File: src/rtl/tod_pkg.sv
package tod_pkg;
  localparam int DIGIT_W = 4;
  localparam int FIELD_W = 2 * DIGIT_W;
  localparam int TIME_W  = 3 * FIELD_W;

  typedef struct packed {
    logic [FIELD_W-1:0] hr;
    logic [FIELD_W-1:0] mn;
    logic [FIELD_W-1:0] sc;
  } todTime_t;

  typedef struct packed {
    logic secStep;
    logic minStep;
    logic hourStep;
  } stepStrobes_t;

  // Advance a two-digit BCD field, wrapping to zero after lastVal.
  function automatic logic [FIELD_W-1:0] bcdNext(input logic [FIELD_W-1:0] v,
                                                 input logic [FIELD_W-1:0] lastVal);
    logic [DIGIT_W-1:0] tens;
    logic [DIGIT_W-1:0] units;
    tens  = v[FIELD_W-1:DIGIT_W];
    units = v[DIGIT_W-1:0];
    if (v == lastVal)
      return '0;
    else if (units == DIGIT_W'(9))
      return {tens + DIGIT_W'(1), {DIGIT_W{1'b0}}};
    else
      return {tens, units + DIGIT_W'(1)};
  endfunction
endpackage

File: src/rtl/tod_datapath.sv
module tod_datapath
  import tod_pkg::*;
#(
  parameter logic [TIME_W-1:0]  INIT_TIME = 24'h03_59_55,
  parameter logic [FIELD_W-1:0] SEC_LAST  = 8'h59,
  parameter logic [FIELD_W-1:0] MIN_LAST  = 8'h59,
  parameter logic [FIELD_W-1:0] HOUR_LAST = 8'h23
) (
  input  logic         clk,
  input  logic         rst,
  input  stepStrobes_t strobes,
  output todTime_t     timeNow
);
  todTime_t timeQ;

  always_ff @(posedge clk) begin
    if (rst) begin
      timeQ <= todTime_t'(INIT_TIME);
    end else begin
      if (strobes.secStep)  timeQ.sc <= bcdNext(timeQ.sc, SEC_LAST);
      if (strobes.minStep)  timeQ.mn <= bcdNext(timeQ.mn, MIN_LAST);
      if (strobes.hourStep) timeQ.hr <= bcdNext(timeQ.hr, HOUR_LAST);
    end
  end

  assign timeNow = timeQ;


  sec_range_chk: assert property (@(posedge clk) disable iff (rst)
    timeQ.sc[DIGIT_W-1:0] <= DIGIT_W'(9) && timeQ.sc <= SEC_LAST);

  min_range_chk: assert property (@(posedge clk) disable iff (rst)
    timeQ.mn[DIGIT_W-1:0] <= DIGIT_W'(9) && timeQ.mn <= MIN_LAST);

  hour_range_chk: assert property (@(posedge clk) disable iff (rst)
    timeQ.hr[DIGIT_W-1:0] <= DIGIT_W'(9) && timeQ.hr <= HOUR_LAST);

  hour_wrap_chk: assert property (@(posedge clk) disable iff (rst)
    (strobes.hourStep && timeQ.hr == HOUR_LAST) |=> timeQ.hr == '0);
endmodule

File: src/rtl/tod_ctrl.sv
module tod_ctrl
  import tod_pkg::*;
#(
  parameter logic [FIELD_W-1:0] SEC_LAST    = 8'h59,
  parameter logic [FIELD_W-1:0] MIN_LAST    = 8'h59,
  parameter logic [2*FIELD_W-1:0] CHIME_ON  = 16'h59_55,
  parameter logic [TIME_W-1:0]  NIGHT_ON    = 24'h18_00_00,
  parameter logic [TIME_W-1:0]  NIGHT_OFF   = 24'h05_00_00
) (
  input  logic         clk,
  input  logic         rst,
  input  logic         secTick,
  input  logic         hourSetN,
  input  logic         minSetN,
  input  logic         blinkIn,
  input  todTime_t     timeNow,
  output stepStrobes_t strobes,
  output logic         chimeLamp,
  output logic         nightLamp
);
  logic secWrap;
  logic minWrap;
  logic atChimeOn;
  logic atHourTop;
  logic chimeEn;
  logic nightOn;

  assign secWrap   = timeNow.sc == SEC_LAST;
  assign minWrap   = timeNow.mn == MIN_LAST;
  assign atChimeOn = {timeNow.mn, timeNow.sc} == CHIME_ON;
  assign atHourTop = {timeNow.mn, timeNow.sc} == '0;

  always_comb begin
    strobes.secStep  = secTick;
    strobes.minStep  = secTick && (!minSetN || secWrap);
    strobes.hourStep = secTick && (!hourSetN || (secWrap && minWrap));
  end

  always_ff @(posedge clk) begin
    if (rst) begin
      chimeEn <= 1'b0;
      nightOn <= 1'b0;
    end else begin
      if (atChimeOn)      chimeEn <= 1'b1;
      else if (atHourTop) chimeEn <= 1'b0;
      if (timeNow == todTime_t'(NIGHT_ON))       nightOn <= 1'b1;
      else if (timeNow == todTime_t'(NIGHT_OFF)) nightOn <= 1'b0;
    end
  end

  assign chimeLamp = chimeEn && blinkIn;
  assign nightLamp = nightOn;


  idle_hold_chk: assert property (@(posedge clk) disable iff (rst)
    !secTick |=> $stable(timeNow));

  manual_min_nocarry_chk: assert property (@(posedge clk) disable iff (rst)
    (secTick && !minSetN && hourSetN && minWrap && !secWrap) |=> timeNow.hr == $past(timeNow.hr));

  chime_start_chk: assert property (@(posedge clk) disable iff (rst)
    $rose(chimeEn) |-> $past(atChimeOn));

  chime_stop_chk: assert property (@(posedge clk) disable iff (rst)
    $fell(chimeEn) |-> $past(atHourTop));

  night_start_chk: assert property (@(posedge clk) disable iff (rst)
    $rose(nightOn) |-> $past(timeNow == todTime_t'(NIGHT_ON)));

  night_stop_chk: assert property (@(posedge clk) disable iff (rst)
    $fell(nightOn) |-> $past(timeNow == todTime_t'(NIGHT_OFF)));
endmodule

File: src/rtl/tod_keeper.sv
module tod_keeper
  import tod_pkg::*;
#(
  parameter logic [TIME_W-1:0]    INIT_TIME = 24'h03_59_55,
  parameter logic [2*FIELD_W-1:0] CHIME_ON  = 16'h59_55,
  parameter logic [TIME_W-1:0]    NIGHT_ON  = 24'h18_00_00,
  parameter logic [TIME_W-1:0]    NIGHT_OFF = 24'h05_00_00
) (
  input  logic               clk,
  input  logic               rst,
  input  logic               secTick,
  input  logic               hourSetN,
  input  logic               minSetN,
  input  logic               blinkIn,
  output logic [DIGIT_W-1:0] hourTens,
  output logic [DIGIT_W-1:0] hourUnits,
  output logic [DIGIT_W-1:0] minTens,
  output logic [DIGIT_W-1:0] minUnits,
  output logic [DIGIT_W-1:0] secTens,
  output logic [DIGIT_W-1:0] secUnits,
  output logic               chimeLamp,
  output logic               nightLamp
);
  localparam logic [FIELD_W-1:0] SEC_LAST  = 8'h59;
  localparam logic [FIELD_W-1:0] MIN_LAST  = 8'h59;
  localparam logic [FIELD_W-1:0] HOUR_LAST = 8'h23;

  stepStrobes_t strobes;
  todTime_t     timeNow;

  tod_ctrl #(
    .SEC_LAST (SEC_LAST),
    .MIN_LAST (MIN_LAST),
    .CHIME_ON (CHIME_ON),
    .NIGHT_ON (NIGHT_ON),
    .NIGHT_OFF(NIGHT_OFF)
  ) ctrl_i (
    .clk      (clk),
    .rst      (rst),
    .secTick  (secTick),
    .hourSetN (hourSetN),
    .minSetN  (minSetN),
    .blinkIn  (blinkIn),
    .timeNow  (timeNow),
    .strobes  (strobes),
    .chimeLamp(chimeLamp),
    .nightLamp(nightLamp)
  );

  tod_datapath #(
    .INIT_TIME(INIT_TIME),
    .SEC_LAST (SEC_LAST),
    .MIN_LAST (MIN_LAST),
    .HOUR_LAST(HOUR_LAST)
  ) dp_i (
    .clk    (clk),
    .rst    (rst),
    .strobes(strobes),
    .timeNow(timeNow)
  );

  assign {hourTens, hourUnits} = timeNow.hr;
  assign {minTens,  minUnits}  = timeNow.mn;
  assign {secTens,  secUnits}  = timeNow.sc;
endmodule

File: config.mk
export PLATFORM = sky130hd
export DESIGN_NAME = tod_keeper
export DESIGN_NICKNAME = d
export VERILOG_FILES = /design/src/rtl/tod_pkg.sv /design/src/rtl/tod_datapath.sv /design/src/rtl/tod_ctrl.sv /design/src/rtl/tod_keeper.sv
export SDC_FILE = /design/constraint.sdc
export NUM_CORES = 1
export LEC_CHECK = 0
export CAP_MARGIN = 20
export CORE_ASPECT_RATIO = 1.75
export CORE_UTILIZATION = 60
export DETAILED_ROUTE_END_ITERATION = 7
export DONT_BUFFER_PORTS = 1
export PLACE_DENSITY = 0.76
export SLEW_MARGIN = 0
export SYNTH_ARGS = -nofsm -noshare
export SYNTH_HDL_FRONTEND = slang
export SYNTH_SLANG_ARGS = --single-unit
File: constraint.sdc
create_clock -name clk -period 2.2 [get_ports clk]
set_clock_uncertainty 0.15 [all_clocks]
set_input_delay 0.33 -clock clk [delete_from_list [all_inputs] [get_ports clk]]
set_output_delay 0.33 -clock clk [all_outputs]
set_load 0.05 [all_outputs]
==> impl_results.md <==
* Synthesized area per cell at 8.72 um2
* Slew Viols, Final at 0
* Pin count of the biggest net entering global routing at 14
* Post-Synthesis Cells at 183
* I/O pin total at 32
* Max Cap Viol at 0
* Total Wirelength at 4.28 mm
* Yosys synthesis warning count at 0
* First-iteration detailed-routing DRC count at 67
* First-pass DRT Iterations at 4
* Worst path depth at 5
* Clock sinks at 26
* Crit path DAT at 2.01 ns
* Dpl hpwl at 3.14 mm
* Clk pin slew, worst setup/hold paths at 0.09 ns
* Ys flop type: dfxtp_1
* CTS Root Buffer Type: clkbuf_8
* Post-route ant nets at 0
* TritonCTS Buffers at 3
* Leak pwr at 0.764 nW
* Hold buffers post-CTS at 1
* Final setup viols at 0
* H-tree levels at 1
* Clock latency on the worst-skew pair at 0.28 ns
* CP max-delay cell: dfxtp_1
* Die area at 2880 um2
* Fin crit period at 1.99 ns
* Initial antenna violation count at 0
* Routed vias at 1,501
* Vias in the first global route at 1,569
* Final hold slack at 0.00710 ns
* GPL Wtd Cong at 0.803
* Worst-path fanout max at 6
* Deepest clock path buffer count at 2
* Worst Path Required at 2.23 ns
* #FFs+latches synth at 26
* Initial Utilization at 0.641
* Remaining DRCs at 0
* Post_cts resized at 0
* Worst slew margin at 0.653
* WHS Path Cells at 1
* CTS tree: done
* FP Rows at 24
* Synthesized Nets at 205
* Placed inst area at 1780 um2
* Area grow syn2layout at 14.5%
* Maximum VDD drop at 0.504 mV
* EDFF count, synth at 0
* P per Cell Area at 570 nW/um2
* Critical path buffer and inverter count at 0
* Post-CTS setup buffers at 0
* Mapped cell area at 1600 um2
* Worst min path class: in -> reg
* Die Y at 70.2 um
* Max Fclk at 503 MHz
* Status: complete, no violations
* Worst r2r path cells at 5
* Crit share post-route at 0.903
* Vias per cell at 6.58
* RSZ-0062 raised after global routing: false
* Avg WL per Cell at 18.8 um
* First-pass GRT wire length at 6.71 mm
* Antenna Diode Count at 0
* PortBufs at 0
* Worst Tran Pin Value at 0.514 ns
* Core ar. at 2490 um2
* Finished Cell Area at 1830 um2
* GRT Util Overall at 0.332
* Asr flop ratio synth at 0
* CP max stage delay at 0.41 ns
* Worst setup EP type: flip-flop
* Critical path launch point type: flip-flop
* Worst Setup Path Type: reg -> reg
* Chip width at 41.0 um
* CP top delay family: compound AO/OA/AOI/OAI gates
* Crit-path cells: ha_1 -> nand3b_1 -> o21ai_2 -> nand3_1 -> a221o_1
* Seq/Total Area, Yosys at 0.326
* Fill cells at 191
* GRT Residual Overflow at 0
* Fraction of layout cells with a size suffix above 1 at 0.208
* Fin. Hold Viols at 0
* Synth unique cells at 50
* Layout Nets at 226
* Fin Setup TNS at 0 ns
-- state kept, by name, summed over array words and instances, names as in the netlist --
signal / cells
ctrl_i.nightLamp: 1
ctrl_i.chimeEn: 1
dp_i.timeNow: 24
-- power by group --
group | internal [mW] | total, mW | leakage, nW | switching [mW]
Combinational | 0.0750 | 0.246 | 0.530 | 0.171
Sequential | 0.493 | 0.515 | 0.212 | 0.0218
Clock | 0.124 | 0.282 | 0.0216 | 0.158
-- layout by cell type, fill, tap and decap left out, drive strengths merged, types with 2 or more instances in the layout --
cell type and n:
a221o 2, nor4 2, and4b 2, o211ai 2, nand3 11, o311ai 3, nand2 12, nor2b 3
ha 16, a211o 2, a311oi 2, a41oi 2, inv 19, clkbuf 3, nor2 7, o21ai 9
buf 24, and3b 3, nor4b 3, o21a 2, nand3b 3, a21oi 10, a31oi 2, a31o 2
nor3 7, dfxtp 26, nand4 5, o41ai 2
-- final timing paths --
kind	slack (ns)	from	endpoint
max	0.21	dp_i.timeNow[4]	dp_i.timeNow[12]
min	0.007	rst	dp_i.timeNow[12]
max reg2reg	0.21	dp_i.timeNow[4]	dp_i.timeNow[12]
min reg2reg	0.44	ctrl_i.chimeEn	ctrl_i.chimeEn
-- Yosys cell counts, drive strengths merged, types with 2 or more instances --
cell	instances	area share
o21ai	9	0.031
o311ai	3	0.016
ha	16	0.13
o21a	2	0.0094
dfxtp	26	0.33
nor3	7	0.022
nand3	11	0.038
a31o	2	0.011
inv	19	0.045
and3b	3	0.016
nor4	2	0.0078
a21oi	10	0.031
nand3b	3	0.022
nand2	12	0.028
a311oi	2	0.011
clkbuf	8	0.019
a211o	2	0.012
o41ai	2	0.011
a31oi	2	0.0078
a221o	2	0.013
nor2b	3	0.012
and4b	2	0.013
nor4b	3	0.016
nand4	5	0.020
nor2	7	0.016
a41oi	2	0.016
o211ai	2	0.0094
-- per-stage QoR --
stage               std cells  setup WS, ns  power [mW]  utilization
finish                    228         0.214        1.04        0.733
global route              228         0.155        1.08        0.733
CTS                       228         0.266        1.04        0.733
detailed placement        224         0.288       0.763        0.713
global placement          224         0.346       0.754        0.713
floorplan                 183        0.0150       0.710            -
-- logic make-up after synthesis --
logic type,count (synthesis),share of synthesized area
simple gates,65,0.247
compound gates,45,0.213
buf+inv,28,0.0682
flops,26,0.326
fa+ha+maj,16,0.125
xor+xnor,2,0.0110
mux,1,0.00940
-- per-layer routing --
layer  share of wire  up-vias  GRT usage
met5               0        -          0
met4           0.025        0      0.137
met3           0.049        9     0.0540
met2            0.57       56      0.609
met1            0.35      727      0.320
li1                -      709          -
-- area by class of cell --
| type | count | area (um2) | area share |
|---|---|---|---|
| clock buffers | 3 | 41.3 | 0.0226 |
| repair buffers | 25 | 190 | 0.104 |
| flip-flops and latches | 26 | 526 | 0.287 |
| well taps | 26 | 32.5 | 0.0178 |
| multi-input cells | 129 | 967 | 0.529 |
| inverters | 19 | 71.3 | 0.0390 |
No activity file was read; power rests on OpenSTA's default activity.
